File: config.mk
export PLATFORM = sky130hd
export DESIGN_NAME = strobe_fifo_port
export DESIGN_NICKNAME = d
export VERILOG_FILES = /design/src/rtl/sfp_pkg.sv /design/src/rtl/sfp_edge_sync.sv /design/src/rtl/sfp_fifo.sv /design/src/rtl/sfp_loader.sv /design/src/rtl/strobe_fifo_port.sv
export SDC_FILE = /design/constraint.sdc
export NUM_CORES = 1
export LEC_CHECK = 0
export BUFFER_PORTS_ARGS = -buffer_cell sky130_fd_sc_hd__buf_4
export CAP_MARGIN = 20
export CORE_ASPECT_RATIO = 2
export CORE_MARGIN = 10
export CORE_UTILIZATION = 49
export DETAILED_ROUTE_END_ITERATION = 8
export HOLD_SLACK_MARGIN = 0.05
export PLACE_DENSITY = 0.68
export SETUP_SLACK_MARGIN = 0.2
export SYNTH_ARGS = -nofsm -noshare
export SYNTH_HDL_FRONTEND = slang
export SYNTH_HIERARCHICAL = 1
export SYNTH_SLANG_ARGS = --single-unit
File: constraint.sdc
create_clock -name clk -period 2.23 [get_ports clk]
set_input_delay 0.1115 -clock clk [delete_from_list [all_inputs] [get_ports clk]]
set_output_delay 0.1115 -clock clk [all_outputs]
set_load 0.05 [all_outputs]
File: src/rtl/sfp_pkg.sv
package sfp_pkg;

  // loader sequencing: read request, data capture, offer to transmitter
  typedef enum logic [1:0] {
    LD_IDLE  = 2'd0,
    LD_FETCH = 2'd1,
    LD_OFFER = 2'd2
  } ld_state_e;

endpackage

File: src/rtl/sfp_edge_sync.sv
module sfp_edge_sync #(
  parameter int STAGES = 2
) (
  input  logic clk,
  input  logic rst,
  input  logic async_i,
  output logic rise_o
);

  logic [STAGES-1:0] chain;
  logic              last;

  // history cleared in reset: a level already high at release reads as one edge
  always_ff @(posedge clk) begin
    if (rst) begin
      chain <= '0;
      last  <= 1'b0;
    end else begin
      chain <= {chain[STAGES-2:0], async_i};
      last  <= chain[STAGES-1];
    end
  end

  assign rise_o = chain[STAGES-1] & ~last;

endmodule

File: src/rtl/sfp_fifo.sv
module sfp_fifo #(
  parameter int WIDTH = 8,
  parameter int DEPTH = 16
) (
  input  logic             clk,
  input  logic             rst,
  input  logic             wr_en,
  input  logic [WIDTH-1:0] wr_data,
  input  logic             rd_en,
  output logic [WIDTH-1:0] rd_data,
  output logic             full_o,
  output logic             empty_o
);

  localparam int AW = (DEPTH > 1) ? $clog2(DEPTH) : 1;
  localparam int CW = $clog2(DEPTH + 1);

  logic [WIDTH-1:0] mem [DEPTH];
  logic [AW-1:0]    wr_ptr, rd_ptr;
  logic [CW-1:0]    cnt, cnt_nxt;
  logic             full_q, empty_q;
  logic             do_wr, do_rd;

  function automatic logic [AW-1:0] bump(input logic [AW-1:0] p);
    if (p == AW'(DEPTH - 1)) return '0;
    return p + 1'b1;
  endfunction

  assign do_wr = wr_en & ~full_q;
  assign do_rd = rd_en & ~empty_q;

  always_comb begin
    case ({do_wr, do_rd})
      2'b10:   cnt_nxt = cnt + 1'b1;
      2'b01:   cnt_nxt = cnt - 1'b1;
      default: cnt_nxt = cnt;
    endcase
  end

  // storage without reset and with a registered read port, RAM-friendly
  always_ff @(posedge clk) begin
    if (do_wr) mem[wr_ptr] <= wr_data;
  end

  always_ff @(posedge clk) begin
    if (do_rd) rd_data <= mem[rd_ptr];
  end

  always_ff @(posedge clk) begin
    if (rst) begin
      wr_ptr  <= '0;
      rd_ptr  <= '0;
      cnt     <= '0;
      full_q  <= 1'b0;
      empty_q <= 1'b1;
    end else begin
      if (do_wr) wr_ptr <= bump(wr_ptr);
      if (do_rd) rd_ptr <= bump(rd_ptr);
      cnt     <= cnt_nxt;
      full_q  <= (cnt_nxt == CW'(DEPTH));
      empty_q <= (cnt_nxt == '0);
    end
  end

  assign full_o  = full_q;
  assign empty_o = empty_q;

endmodule

File: src/rtl/sfp_loader.sv
module sfp_loader
  import sfp_pkg::*;
#(
  parameter int WIDTH = 8
) (
  input  logic             clk,
  input  logic             rst,
  input  logic             fifo_empty_i,
  output logic             fifo_rd_o,
  input  logic [WIDTH-1:0] fifo_data_i,
  input  logic             xmit_ready_i,
  output logic             xmit_valid_o,
  output logic [WIDTH-1:0] xmit_data_o
);

  ld_state_e state;

  assign fifo_rd_o = (state == LD_IDLE) && !fifo_empty_i;

  always_ff @(posedge clk) begin
    if (rst) begin
      state        <= LD_IDLE;
      xmit_valid_o <= 1'b0;
      xmit_data_o  <= '0;
    end else begin
      case (state)
        LD_IDLE: begin
          if (fifo_rd_o) state <= LD_FETCH;
        end
        LD_FETCH: begin
          xmit_data_o  <= fifo_data_i;
          xmit_valid_o <= 1'b1;
          state        <= LD_OFFER;
        end
        LD_OFFER: begin
          if (xmit_ready_i) begin
            xmit_valid_o <= 1'b0;
            state        <= LD_IDLE;
          end
        end
        default: begin
          xmit_valid_o <= 1'b0;
          state        <= LD_IDLE;
        end
      endcase
    end
  end

endmodule

File: src/rtl/strobe_fifo_port.sv
module strobe_fifo_port #(
  parameter int DATA_W     = 8,
  parameter int TX_DEPTH   = 16,
  parameter int RX_DEPTH   = 16,
  parameter int SYNC_STAGES = 2
) (
  input  logic              clk,
  input  logic              rst,
  input  logic [DATA_W-1:0] host_data_i,
  input  logic              push_strobe_i,
  input  logic              pop_strobe_i,
  output logic [DATA_W-1:0] host_data_o,
  output logic              tx_full_o,
  output logic              rx_empty_o,
  output logic              rx_overflow_o,
  output logic [DATA_W-1:0] xmit_data_o,
  output logic              xmit_valid_o,
  input  logic              xmit_ready_i,
  input  logic [DATA_W-1:0] recv_data_i,
  input  logic              recv_valid_i
);

  logic              push_rise, pop_rise;
  logic              tx_rd, tx_empty;
  logic [DATA_W-1:0] tx_rd_data;
  logic              rx_full;
  logic [DATA_W-1:0] rx_rd_data;
  logic              pop_take, pop_pend;

  sfp_edge_sync #(.STAGES(SYNC_STAGES)) u_push_sync (
    .clk(clk), .rst(rst), .async_i(push_strobe_i), .rise_o(push_rise)
  );

  sfp_edge_sync #(.STAGES(SYNC_STAGES)) u_pop_sync (
    .clk(clk), .rst(rst), .async_i(pop_strobe_i), .rise_o(pop_rise)
  );

  // transmit side: host byte sampled on the edge where the push edge is seen
  sfp_fifo #(.WIDTH(DATA_W), .DEPTH(TX_DEPTH)) u_tx_q (
    .clk(clk), .rst(rst),
    .wr_en(push_rise), .wr_data(host_data_i),
    .rd_en(tx_rd), .rd_data(tx_rd_data),
    .full_o(tx_full_o), .empty_o(tx_empty)
  );

  sfp_loader #(.WIDTH(DATA_W)) u_loader (
    .clk(clk), .rst(rst),
    .fifo_empty_i(tx_empty), .fifo_rd_o(tx_rd), .fifo_data_i(tx_rd_data),
    .xmit_ready_i(xmit_ready_i), .xmit_valid_o(xmit_valid_o),
    .xmit_data_o(xmit_data_o)
  );

  // receive side: queue refuses writes when full, the drop is reported
  sfp_fifo #(.WIDTH(DATA_W), .DEPTH(RX_DEPTH)) u_rx_q (
    .clk(clk), .rst(rst),
    .wr_en(recv_valid_i), .wr_data(recv_data_i),
    .rd_en(pop_rise), .rd_data(rx_rd_data),
    .full_o(rx_full), .empty_o(rx_empty_o)
  );

  assign pop_take = pop_rise & ~rx_empty_o;

  always_ff @(posedge clk) begin
    if (rst) begin
      pop_pend      <= 1'b0;
      host_data_o   <= '0;
      rx_overflow_o <= 1'b0;
    end else begin
      pop_pend      <= pop_take;
      rx_overflow_o <= recv_valid_i & rx_full;
      if (pop_pend) host_data_o <= rx_rd_data;
    end
  end

endmodule

Yosys cells after proc, flatten, opt, wreduce, memory -nomap -nowiden:

Memories as Yosys holds them, arrays and structs flattened. A register that Yosys moved wholly into a read port is not among the register bits.
Index checks and enable logic that the tools add are counted.

* register bits after elaboration: 57
* bits in writable memories: 256
* input port bits: 22
* output and inout port bits: 20
* word-level logic and storage cells: 96
* memories kept: 2

* add/sub/neg operators: 8
* eq/ne operators: 14
* multiplexer cells: 31
* bitwise operators: 14
* reduce and logical (&&, ||, !) cells: 7

Memory list
* u_rx_q.mem: words 16, width 8, rd ports 1, clocked after memory_dff 1, wr ports 1, RTL line sfp_fifo.sv:18 `logic [WIDTH-1:0] mem [DEPTH];`
* u_tx_q.mem: words 16, width 8, rd ports 1, clocked after memory_dff 1, wr ports 1, RTL line sfp_fifo.sv:18

Operator list (number)
* 2-to-1 mux 4 bit: 8
* case mux 5 bit (2 select lines): 2
* 2-to-1 mux 1 bit: 17
* adder 4 x 1 -> 4 bit (second input constant): 4
* equality test 4 bit (second input constant): 4
* adder 5 x 1 -> 5 bit (second input constant): 2
* equality test 5 bit (second input constant): 2
* logical NOT 5 bit: 2
* subtractor 5 x 1 -> 5 bit (second input constant): 2
* AND 1 bit: 7
* inverter 1 bit: 7
* equality test 2 x 1 -> 1 bit (second input constant): 3
* equality test 2 bit (second input constant): 3
* case mux 2 bit (3 select lines): 1
* 2-to-1 mux 2 bit: 2
* != test 2 bit (second input constant): 2
* AND reduction 2 bit: 2
* case mux 1 bit (3 select lines): 1
* logical NOT 2 bit: 1
* logical AND 1 bit: 1
* logical NOT 1 bit: 1

Logic depth before layout (Yosys ltp):

Gate-level depths: netlist of run 1.

* depth in word-level cells: 6
* gate-level depth with buffers: 12
* gate-level depth less buffers: 12

Cells and area by module:

Netlist of run 1, hierarchy kept.

Modules (own cells, without submodules)
* sfp_fifo (u_tx_q): times used 1, cells each 319, area an instance 6185.9 um^2, seq. area each 4384.2 um^2
* sfp_fifo (u_rx_q): times used 1, cells each 305, area an instance 6083.3 um^2, seq. area each 4384.2 um^2
* sfp_loader: times used 1, cells each 47, area an instance 476.7 um^2, seq. area each 220.2 um^2
* strobe_fifo_port: times used 1, cells each 31, area an instance 341.6 um^2, seq. area each 200.2 um^2
* sfp_edge_sync: times used 2, cells each 7, area an instance 87.6 um^2, seq. area each 60.1 um^2

Worst setup path after synthesis of run 1:

No wires, ideal clock.

* kind: reg2reg
* start point: register u_rx_q.empty_q (netlist: u_rx_q/empty_o)
* end point: register u_rx_q.full_q (netlist: u_rx_q/full_o)
* library setup time: 0.115 ns
* arrival time: 2.598 ns
* slack: -0.483 ns
* cell stages (with the launch flop): 12
* buffers on the path: 0
* period minus slack after synthesis: 2.713 ns
* cells stage by stage: dfxtp_1 > nand2b_2 > clkinv_1 > nand2_1 > xnor2_1 > ha_1 > nor2b_1 > a31oi_1 > o32ai_1 > xnor2_1 > nor2_1 > and3_1

* longest elaborated chain between the ends: 5
* elaborated cells on any way between the ends: 6
* those cells by class: 3 x eq/ne; 1 x mux; 2 x bitwise

Ends and longest elaborated chain
* start, declared: RTL line sfp_fifo.sv:21 `logic full_q, empty_q;`
* start signal, assigned: RTL line sfp_fifo.sv:61 `empty_q <= (cnt_nxt == '0);`
* inverter 1 bit *: RTL line sfp_fifo.sv:30 `assign do_rd = rd_en & ~empty_q;`
* AND 1 bit *: RTL line sfp_fifo.sv:30
* equality test 2 x 1 -> 1 bit / equality test 2 bit (equally long branches): RTL line sfp_fifo.sv:33 `case ({do_wr, do_rd})`
* case mux 5 bit (2 select lines) *: RTL line sfp_fifo.sv:33
* equality test 5 bit *: RTL line sfp_fifo.sv:60 `full_q <= (cnt_nxt == CW'(DEPTH));`
* end signal, assigned: RTL line sfp_fifo.sv:60
* end, declared: RTL line sfp_fifo.sv:21

Mark *: on every way between the ends. The rest lies on a longest branch, timed or not.
A chain may end at the register's enable or synchronous reset.

Worst setup path in the final report of run 1:

* start point: register u_push_sync.chain[1]
* end point: register u_tx_q.full_q (netlist: u_tx_q/full_o)

* longest elaborated chain between the ends: 5
* elaborated cells on any way between the ends: 6
* those cells by class: 3 x eq/ne; 1 x mux; 2 x bitwise

Ends and longest elaborated chain
* start, declared: RTL line sfp_edge_sync.sv:10 `logic [STAGES-1:0] chain;`
* start signal, assigned: RTL line sfp_edge_sync.sv:19 `chain <= {chain[STAGES-2:0], async_i};`
* AND 1 bit *: RTL line sfp_edge_sync.sv:24 `assign rise_o = chain[STAGES-1] & ~last;`
* named net push_rise: RTL line strobe_fifo_port.sv:23 `logic push_rise, pop_rise;`
* AND 1 bit *: RTL line sfp_fifo.sv:29 `assign do_wr = wr_en & ~full_q;`
* equality test 2 x 1 -> 1 bit / equality test 2 bit (equally long branches): RTL line sfp_fifo.sv:33
* case mux 5 bit (2 select lines) *: RTL line sfp_fifo.sv:33
* equality test 5 bit *: RTL line sfp_fifo.sv:60
* end signal, assigned: RTL line sfp_fifo.sv:60
* end, declared: RTL line sfp_fifo.sv:21

The timed path passes the listed nets; every way through them passes the cells marked *.

==> metrics.txt, run 1 <==
status finished clean; # port buffers 41; most frequent cells in the layout edfxtp_1 (272), buf_4 (88), dfxtp_1 (49); Post-synth EDFFs 272; R2R depth 11; Internal Power 0.00979 W; Comb pwr share 0.049; Avg Vias per Cell 5.61; H-tree levels 1; Die X 136 um; Layout Nets 862; startpoint types register; Skew-Pair Late Insertion Delay 0.54 ns; initial cell density of the core 0.495; final setup fails 0; Sw Ratio 0.203; final hold violation count 0; class of the worst hold path primary input to register; Sequential Area 9320 um2; CTS tree built; clock skew 0.00862 ns; antenna violations before repair 0; post-route setup TNS 0 ns; Mean Syn Cell Area ~19 um2; DR vias ~6700; Yosys reg bits 329; syn_nets between 700 and 800; Critical Path End u_tx_q/full_o; die height 253 um; DRC errors left 0; CP Class register to register; wire per inst 22.2 um; num ports 42; fraction of layout cells with a size suffix above 1 0.289; Psw 0.00250 W; CP arrival 2.65 ns; grt met2 use 0.313; leakage power about 5.2 nW; final WL approximately 27 mm; GRT busiest layer met2; Detail Placement HPWL 18.0 mm; synthesized area 13300 um2; Seq/Total Area, Yosys 0.702; met3 Resource Use GR 0.0173; Root Buffer clkbuf_16; CTS sink cnt 329; dpl ws -0.0866 ns; Worst slew margin 0.586; CP required 2.65 ns; Post-synth ARST share 0; area grow syn2layout 18.2%; fill count between 1500 and 2000; post-route ant nets 0; largest net degree at the start of global routing 62; Synth Instances 716; FF-to-FF End u_tx_q/full_o; clk slew on worst S/H paths 0.07 ns; Congestion Overflow GR 0; worst-margin pin slew between 0.6 and 0.7 ns; first-pass GRT wire length 41.4 mm; period utilization 0.999; multi-input logic area 3890 um2; number of global-route vias before repair 7325; sequential power share 0.551; fmax 449 MHz; setup slack, reg-to-reg ~0.0026 ns; CP Capture Type register; reg2reg start u_push_sync/chain[1]; Pre-antenna DRT Iters 5; Cell Count, Final, Fillers Out about 1200; final setup margin ~0.0026 ns; CTS buffer count 28; Peak supply drop about 0.0007 V; MaxCap Viol Count 0; Placer Congestion 0.812; Max Root-Sink Buffers 3; row count 85; GRT Overall Usage 0.155; ys flop type edfxtp_1; met1 Usage GRT 0.155; CP Max Fanout 4; synth warn 6; clock power share 0.400; Period minus WS final 2.23 ns; Cell variety after synth 56; number of placed cells counting well taps 1110; First DRT Iteration DRCs 347; Max Slew Vio Count 0; Pwr Density approximately 780 nW/um2; overall power roughly 0.012 W; RSZ-0062 raised after global routing yes; core area 26800 um2; crit path from u_push_sync/chain[1]; Die ar. between 30000 and 40000 um2; commonest non-fill, non-tap cell in the layout edfxtp_1; diode count 0
==> through the flow <==
stage	area, um2	utilization	hold slack, ns
floorplan	13400	-	0.181
global placement	14200	0.529	0.321
detailed placement	14200	0.529	0.352
CTS	15600	0.582	0.0537
global route	15700	0.585	0.0814
finish	15700	0.585	0.0602
==> cell type report <==
type / instances / share of cell area
clock inverters: 13 / 0.0105
multi-input cells: 339 / 0.248
well taps: 348 / 0.0278
flip-flops and latches: 329 / 0.595
inverters: 11 / 0.00391
repair buffers: 117 / 0.0658
clock buffers: 39 / 0.0493
==> state kept, by name, indices dropped and copies added (netlist names), 2 cells and up <==
| register | count |
|---|---|
| u_rx_q/mem | 128 |
| u_tx_q/mem | 128 |
| host_data_o | 8 |
| u_loader/xmit_data_o | 8 |
| u_rx_q/rd_data | 8 |
| u_tx_q/rd_data | 8 |
| u_rx_q/cnt | 5 |
| u_tx_q/cnt | 5 |
| u_rx_q/rd_ptr | 4 |
| u_rx_q/wr_ptr | 4 |
| u_tx_q/rd_ptr | 4 |
| u_tx_q/wr_ptr | 4 |
| u_loader/state | 2 |
| u_pop_sync/chain | 2 |
| u_push_sync/chain | 2 |
==> critical path: stages, from the launching register on <==
cell and delay (ns):
dfxtp_2 0.32, nor2b_4 0.11, nor2b_4 0.12, buf_6 0.12
nor2_4 0.11, xor2_1 0.17, ha_2 0.24, nor4_2 0.06
a21oi_2 0.25, o2bb2ai_2 0.15, o2111ai_2 0.16, nor4_2 0.30
==> synthesized netlist by cell type, types with 7 or more instances <==
| master | number | area, um2 |
|---|---|---|
| clkbuf_1 | 7 | 26.3 |
| o21ai_0 | 8 | 40.0 |
| inv_1 | 8 | 30.0 |
| and2_1 | 33 | 206 |
| o21ai_1 | 8 | 40.0 |
| nand4bb_1 | 8 | 90.1 |
| buf_2 | 14 | 70.1 |
| xnor2_1 | 7 | 61.3 |
| nor2b_1 | 13 | 81.3 |
| mux2i_1 | 10 | 100 |
| mux4_1 | 36 | 946 |
| mux4_2 | 44 | 991 |
| edfxtp_1 | 272 | 8170 |
| nand2_1 | 24 | 90.1 |
| ha_1 | 14 | 175 |
| a21oi_1 | 23 | 115 |
| nor2_1 | 30 | 113 |
| nand2b_1 | 12 | 75.1 |
| nor3_1 | 13 | 65.1 |
| dfxtp_1 | 57 | 1140 |
==> metal layers <==
| metal | share of wire | routed length (um) |
|---|---|---|
| met1 | 0.33 | 8820 |
| met2 | 0.61 | 16200 |
| met3 | 0.029 | 783 |
| met4 | 0.028 | 731 |
| met5 | 0 | 0 |
==> power groups by stage <==
stage | clock network [W] | registers [W] | logic [W]
after floorplan | 0 | 0.00693 | 0.000286
after global placement | 0 | 0.00689 | 0.000488
after detailed placement | 0 | 0.00690 | 0.000517
after CTS | 0.00503 | 0.00677 | 0.000591
after global routing | 0.00527 | 0.00678 | 0.000647
final | 0.00492 | 0.00677 | 0.000599
==> worst min-delay path by stage <==
| stage | depth (start not counted) | start | slack (ns) | endpoint |
|---|---|---|---|---|
| after floorplan | 1 | rst | 0.18 | u_rx_q/rd_ptr[3] |
| after global placement | 2 | pop_strobe_i | 0.32 | u_pop_sync/chain[0] |
| after detailed placement | 3 | recv_valid_i | 0.35 | rx_overflow_o |
| after CTS | 2 | rst | 0.05 | host_data_o[3] |
| after global routing | 2 | rst | 0.08 | host_data_o[2] |
| final | 2 | rst | 0.06 | host_data_o[3] |
==> timing repair <==
item / 4_1_cts / 5_1_grt
setup buffers: 9 / 3
gates resized for setup: 39 / 10
pin swaps: 16 / 9
hold buffers: 20 / 0
endpoints found under the setup margin: 18 / 88
cloned: 1 / 1
hold endpoints to repair: 261 / 0
==> kinds of logic (layout without fill, tap and decap cells) <==
logic type | after synthesis | after routing | share of synthesized area
multiplexers | 90 | 90 | 0.154
AO/OA/AOI/OAI | 62 | 62 | 0.0296
XOR/XNOR | 13 | 13 | 0.00858
AND/OR/NAND/NOR | 160 | 160 | 0.0688
flip-flops | 329 | 329 | 0.702
adder cells (fa/ha/maj) | 14 | 14 | 0.0132
buffers and inverters | 48 | 180 | 0.0243
Note: power is estimated with default switching activity, not from simulation.
==> run 2: changes to the inputs <==
--- a/config.mk
+++ b/config.mk
@@ -5,7 +5,7 @@
 export SDC_FILE = /design/constraint.sdc
 export NUM_CORES = 1
 export LEC_CHECK = 0
-export BUFFER_PORTS_ARGS = -buffer_cell sky130_fd_sc_hd__buf_4
+export BUFFER_PORTS_ARGS = -buffer_cell sky130_fd_sc_hd__clkbuf_2
 export CAP_MARGIN = 20
 export CORE_ASPECT_RATIO = 2
 export CORE_MARGIN = 10
==> run 2 against run 1 <==
  * Sequential power barely moved
  * Die area did not move
  * Cell area fell by 1.6%
  * Combinational power fell by 5.0%
  * First-iteration DRC count rose by 16%
  * Global-route usage rose by 0.49 points
  * Critical path depth fell by 1
  * Fmax rose by 0.38%
  * Cell count fell by 1.0%
  * Largest power group unchanged
  * Core utilization fell by 0.92 points
==> metrics.txt, run 2 (same netlist as run 1, synthesis figures left out) <==
worst-path cell chain nor3_4 > nand2b_4 > nor2_4 > xor2_1 > ha_2 > nor4_2 > a21oi_2 > nand2_1 > o211a_1 > o41ai_2 (was nor2b_4 > nor2b_4 > buf_6 > nor2_4 > xor2_1 > ha_2 > nor4_2 > a21oi_2 > o2bb2ai_2 > o2111ai_2 > nor4_2); CP delay by family, top compound AO/OA/AOI/OAI gates (was simple AND/OR/NAND/NOR gates); Pre-antenna DRT Iters 4 (was 5); CP Max Fanout 4 (unchanged); area grow syn2layout 16.3% (was 18.2%); Critical path buffers and inverters 0 (was 1); CP Class register to register (unchanged); CP required 2.66 ns (was 2.65 ns); period utilization 0.995 (was 0.999); row count 85 (unchanged); Root Buffer clkbuf_16 (unchanged); DR vias 6785 (was 6708); clock skew 0.0315 ns (was 0.00862 ns); First DRT Iteration DRCs 401 (was 347); CTS sink cnt 329 (unchanged); Placed Area 14000 um2 (was 14200 um2); fill count 2012 (was 1965); RSZ-0062 raised after global routing yes (unchanged); # port buffers 41 (unchanged); Crit path largest cell delay 0.33 ns (was 0.32 ns); startpoint types register (unchanged); wire per inst 22.8 um (was 22.2 um); clk slew on worst S/H paths 0.07 ns (about the same); Die X 136 um (unchanged); number of placed cells counting well taps 1105 (was 1110); CTS buffer count 28 (unchanged); num ports 42 (unchanged); final hold violation count 0 (unchanged); antenna violations before repair 0 (unchanged); Max Root-Sink Buffers 3 (unchanged); diode count 0 (unchanged); Worst slew margin 0.590 (was 0.586); status finished clean (unchanged); die height 253 um (unchanged); DRC errors left 0 (unchanged); CP arrival 2.65 ns (about the same); Layout Nets 851 (was 862); Avg Vias per Cell 5.73 (was 5.61); initial cell density of the core 0.495 (unchanged); worst-margin pin slew 0.615 ns (was 0.620 ns); final setup fails 0 (unchanged); leakage power 5.08 nW (was 5.19 nW); H-tree levels 1 (unchanged); GRT Overall Usage 0.160 (was 0.155); Period minus WS final 2.22 ns (was 2.23 ns); MaxCap Viol Count 0 (unchanged); Final Instance Area 15400 um2 (was 15700 um2); CTS tree built (unchanged); first-pass GRT wire length 42.3 mm (was 41.4 mm); most frequent cells in the layout edfxtp_1 (272), dfxtp_1 (50), mux4_2 (45) (was edfxtp_1 (272), buf_4 (88), dfxtp_1 (49)); biggest regs u_rx_q/mem x128, u_tx_q/mem x128 (unchanged); largest net degree at the start of global routing 38 (was 62); Peak supply drop 0.000788 V (was 0.000711 V); fmax 451 MHz (was 449 MHz); Max Slew Vio Count 0 (unchanged); Die ar. 34400 um2 (unchanged); Detail Placement HPWL 18.5 mm (was 18.0 mm); core area 26800 um2 (unchanged); post-route ant nets 0 (unchanged); Congestion Overflow GR 0 (unchanged); Cell Count, Final, Fillers Out 1184 (was 1196); number of global-route vias before repair 7286 (was 7325); Slowest-stage cell, CP dfxtp_2 (unchanged); Skew-Pair Late Insertion Delay 0.56 ns (was 0.54 ns); Pwr Density 782 nW/um2 (was 784 nW/um2); Placer Congestion 0.795 (was 0.812); final WL 27.0 mm (was 26.6 mm); fraction of layout cells with a size suffix above 1 0.273 (was 0.289); class of the worst hold path primary input to register (unchanged); commonest non-fill, non-tap cell in the layout edfxtp_1 (unchanged); CP Capture Type register (unchanged)
[run 2: cell count changes in the layout (fill, tap and decap cells not counted), moves of 3 or more]
cell	previous run	this run
buf_4	88	37
clkbuf_2	0	41
and2_1	29	25
and2_2	4	8
clkinv_1	0	3
[run 2: final cells by class]
class	count	area (um2)	share of cell area
clock buffer	37	766	0.0496
clock inverter	14	128	0.00827
inverter	11	61.3	0.00397
multi-input combinational	339	3880	0.252
sequential	329	9320	0.604
tap	348	435	0.0282
timing repair buffer	106	837	0.0542
[run 2: what timing repair did]
item,in CTS,in global routing
setup buffers,2,3
endpoints found under the setup margin,59,71
resized for setup,29,18
pin swaps,8,7
hold buffers,21,0
cloned,1,1
hold endpoints to repair,262,0
[run 2: final timing paths]
kind / endpoint / start / depth (start not counted) / slack (ns)
max: u_tx_q/empty_o / u_loader/state[0] / 10 / 0.01
min: u_pop_sync/chain[0] / pop_strobe_i / 3 / 0.31
max reg2reg: u_tx_q/empty_o / u_loader/state[0] / 10 / 0.01
min reg2reg: u_push_sync/chain[1] / u_push_sync/chain[0] / 1 / 0.44
[run 2: where the power goes]
part | internal (W) | total (W) | switching (W) | leakage, nW
registers | 0.00672 | 0.00678 | 0.0000554 | 2.92
logic | 0.000248 | 0.000569 | 0.000321 | 1.74
clock network | 0.00265 | 0.00472 | 0.00207 | 0.426
total | 0.00962 | 0.0121 | 0.00244 | 5.08
[run 2: per-layer routing]
layer	GRT usage	vias to the layer above	wire [um]
met5	0	-	0
met4	0.0550	0	735
met3	0.0207	61	929
met2	0.324	177	16400
met1	0.157	3491	8870
li1	-	3056	-
[run 2: metrics by stage]
stage               setup slack, ns  TNS [ns]  power (W)   util  hold WS [ns]
floorplan                   -0.0142   -0.0187    0.00721      -         0.181
global placement           -0.00645  -0.00645    0.00737  0.524         0.324
detailed placement           -0.163    -0.206    0.00740  0.524         0.330
CTS                         0.00251         0     0.0122  0.572         0.289
global route                -0.0750    -0.161     0.0125  0.576         0.334
finish                       0.0110         0     0.0121  0.576         0.314
[run 2: worst min-delay path, cell delays in order]
cell,delay [ns]
dlygate4sd3_1,0.52
clkbuf_2,0.09
nor2b_1,0.11
==> run 3: changes to the inputs <==
--- a/config.mk
+++ b/config.mk
@@ -12,7 +12,7 @@
 export CORE_UTILIZATION = 49
 export DETAILED_ROUTE_END_ITERATION = 8
 export HOLD_SLACK_MARGIN = 0.05
-export PLACE_DENSITY = 0.68
+export PLACE_DENSITY = 0.76
 export SETUP_SLACK_MARGIN = 0.2
 export SYNTH_ARGS = -nofsm -noshare
 export SYNTH_HDL_FRONTEND = slang
==> constraint.sdc (replaced) <==
create_clock -name clk -period 2.5 [get_ports clk]
set_input_delay 0.125 -clock clk [delete_from_list [all_inputs] [get_ports clk]]
set_output_delay 0.125 -clock clk [all_outputs]
set_load 0.05 [all_outputs]
==> run 3 against run 2 <==
  * Clock skew decreased by 0.018 ns
  * Routed wire length is 5.6% lower
  * Combinational power decreased by 17%
  * Worst setup slack improved by 0.23 ns
  * Critical path depth rose by 1
  * Sequential power decreased by 11%
  * Die area did not move
  * Core utilization fell by 0.68 points
==> metrics.txt, run 3 (same netlist as run 1, synthesis figures left out) <==
Skew-Pair Late Insertion Delay 0.56 ns (about the same); Avg Vias per Cell 5.66 (was 5.73); Root Buffer clkbuf_16 (unchanged); H-tree levels 1 (unchanged); Period minus WS final 2.26 ns (was 2.22 ns); antenna violations before repair 0 (unchanged); num ports 42 (unchanged); row count 85 (unchanged); status finished clean (unchanged); fraction of layout cells with a size suffix above 1 0.240 (was 0.273); period utilization 0.902 (was 0.995); Congestion Overflow GR 0 (unchanged); Peak supply drop 0.000637 V (was 0.000788 V); CP Capture Type register (unchanged); class of the worst hold path primary input to register (unchanged); worst-margin pin slew 0.693 ns (was 0.615 ns); Max Slew Vio Count 0 (unchanged); die height 253 um (unchanged); biggest regs u_rx_q/mem x128, u_tx_q/mem x128 (unchanged); clk slew on worst S/H paths 0.07 ns (about the same); First DRT Iteration DRCs 380 (was 401); Die X 136 um (unchanged); Fin Hold WS 0.207 ns (was 0.314 ns); final hold violation count 0 (unchanged); Die ar. 34400 um2 (unchanged); most frequent cells in the layout edfxtp_1 (272), dfxtp_1 (51), mux4_2 (44) (was edfxtp_1 (272), dfxtp_1 (50), mux4_2 (45)); CTS tree built (unchanged); CTS sink cnt 329 (unchanged); DR vias 6620 (was 6785); number of placed cells counting well taps 1091 (was 1105); Worst slew margin 0.538 (was 0.590); GRT Overall Usage 0.147 (was 0.160); Cell Count, Final, Fillers Out 1170 (was 1184); Detail Placement HPWL 17.5 mm (was 18.5 mm); startpoint types register (unchanged); area grow syn2layout 15.0% (was 16.3%); clock skew 0.0137 ns (was 0.0315 ns); Pre-antenna DRT Iters 4 (unchanged); final setup fails 0 (unchanged); CTS buffer count 28 (unchanged); fmax 443 MHz (was 451 MHz); commonest non-fill, non-tap cell in the layout edfxtp_1 (unchanged); post-route setup TNS 0 ns (unchanged); leakage power 5.02 nW (was 5.08 nW); Slowest-stage cell, CP dfxtp_2 (unchanged); largest net degree at the start of global routing 38 (unchanged); Crit path largest cell delay 0.32 ns (was 0.33 ns); worst-path cell chain nor2b_4 > nor2b_4 > buf_6 > nor2_4 > xor2_1 > ha_2 > nor4b_1 > a21oi_1 > nand2_1 > o2111ai_2 > nor4_2 (was nor3_4 > nand2b_4 > nor2_4 > xor2_1 > ha_2 > nor4_2 > a21oi_2 > nand2_1 > o211a_1 > o41ai_2); CP Class register to register (unchanged); cell mode on critical path nor2b_4; diode count 0 (unchanged); fill count 2056 (was 2012); Pwr Density 733 nW/um2 (was 782 nW/um2); number of global-route vias before repair 6836 (was 7286); # port buffers 41 (unchanged); Max Root-Sink Buffers 3 (unchanged); post-route ant nets 0 (unchanged); MaxCap Viol Count 0 (unchanged); final WL 25.5 mm (was 27.0 mm); CP Max Fanout 5 (was 4); CP arrival 2.71 ns (was 2.65 ns); RSZ-0062 raised after global routing yes (unchanged); core area 26800 um2 (unchanged); wire per inst 21.8 um (was 22.8 um); Placer Congestion 0.774 (was 0.795); CP required 2.96 ns (was 2.66 ns); Layout Nets 836 (was 851); first-pass GRT wire length 38.7 mm (was 42.3 mm); DRC errors left 0 (unchanged); initial cell density of the core 0.495 (unchanged)
-- run 3: power breakdown --
group	switching (W)	leakage (nW)	internal (W)
Sequential	0.0000388	2.92	0.00599
Clock	0.00196	0.486	0.00270
Combinational	0.000269	1.61	0.000202
Total	0.00227	5.02	0.00890
-- run 3: worst max-delay path: cells and delay by family, from the launching register on --
family,cells,cell delay [ns]
and+or+nand+nor,6,1.05
DFF,1,0.32
AOI/OAI and AO/OA,2,0.27
adders and majority gates,1,0.22
xor gates and xnor gates,1,0.16
buffers and inverters,1,0.12
-- run 3: final timing paths --
check             cells past startpoint             to  slack (ns)                  from
hold reg to reg                       1       pop_pend        0.43        u_rx_q/empty_o
setup reg to reg                     11  u_tx_q/full_o        0.24  u_push_sync/chain[1]
hold / removal                        2  u_rx_q/cnt[0]        0.21                   rst
setup / recovery                     11  u_tx_q/full_o        0.24  u_push_sync/chain[1]
-- run 3: what timing repair did --
action	in CTS	in global routing
setup endpoints to repair	2	7
hold buffers	20	0
setup buffers	2	5
hold endpoints to repair	261	0
pin swaps	1	11
resized for setup	5	21
-- run 3: layout make-up --
class	count	area, um2	area share
clock buffers	29	704	0.0462
inverters	11	50.0	0.00328
flip-flops and latches	329	9320	0.611
repair buffers	91	684	0.0449
clock inverters	23	303	0.0199
multi-input cells	339	3750	0.246
well taps	348	435	0.0286
-- run 3: layer usage --
| metal | GRT usage | part of all wire | vias to the layer above |
|---|---|---|---|
| met5 | 0 | 0 | - |
| met1 | 0.137 | 0.33 | 3405 |
| met2 | 0.301 | 0.60 | 141 |
| li1 | - | - | 3020 |
| met4 | 0.0544 | 0.032 | 0 |
| met3 | 0.0223 | 0.038 | 54 |
-- run 3: per-stage QoR --
stage	cell area, um2	utilization	worst slack (ns)	power (W)
detailed placement	13900	0.518	0.00559	0.00658
floorplan	13300	-	0.208	0.00642
global route	15200	0.569	0.0853	0.0115
CTS	15100	0.564	0.208	0.0113
finish	15200	0.569	0.244	0.0112
global placement	13900	0.518	0.0349	0.00657
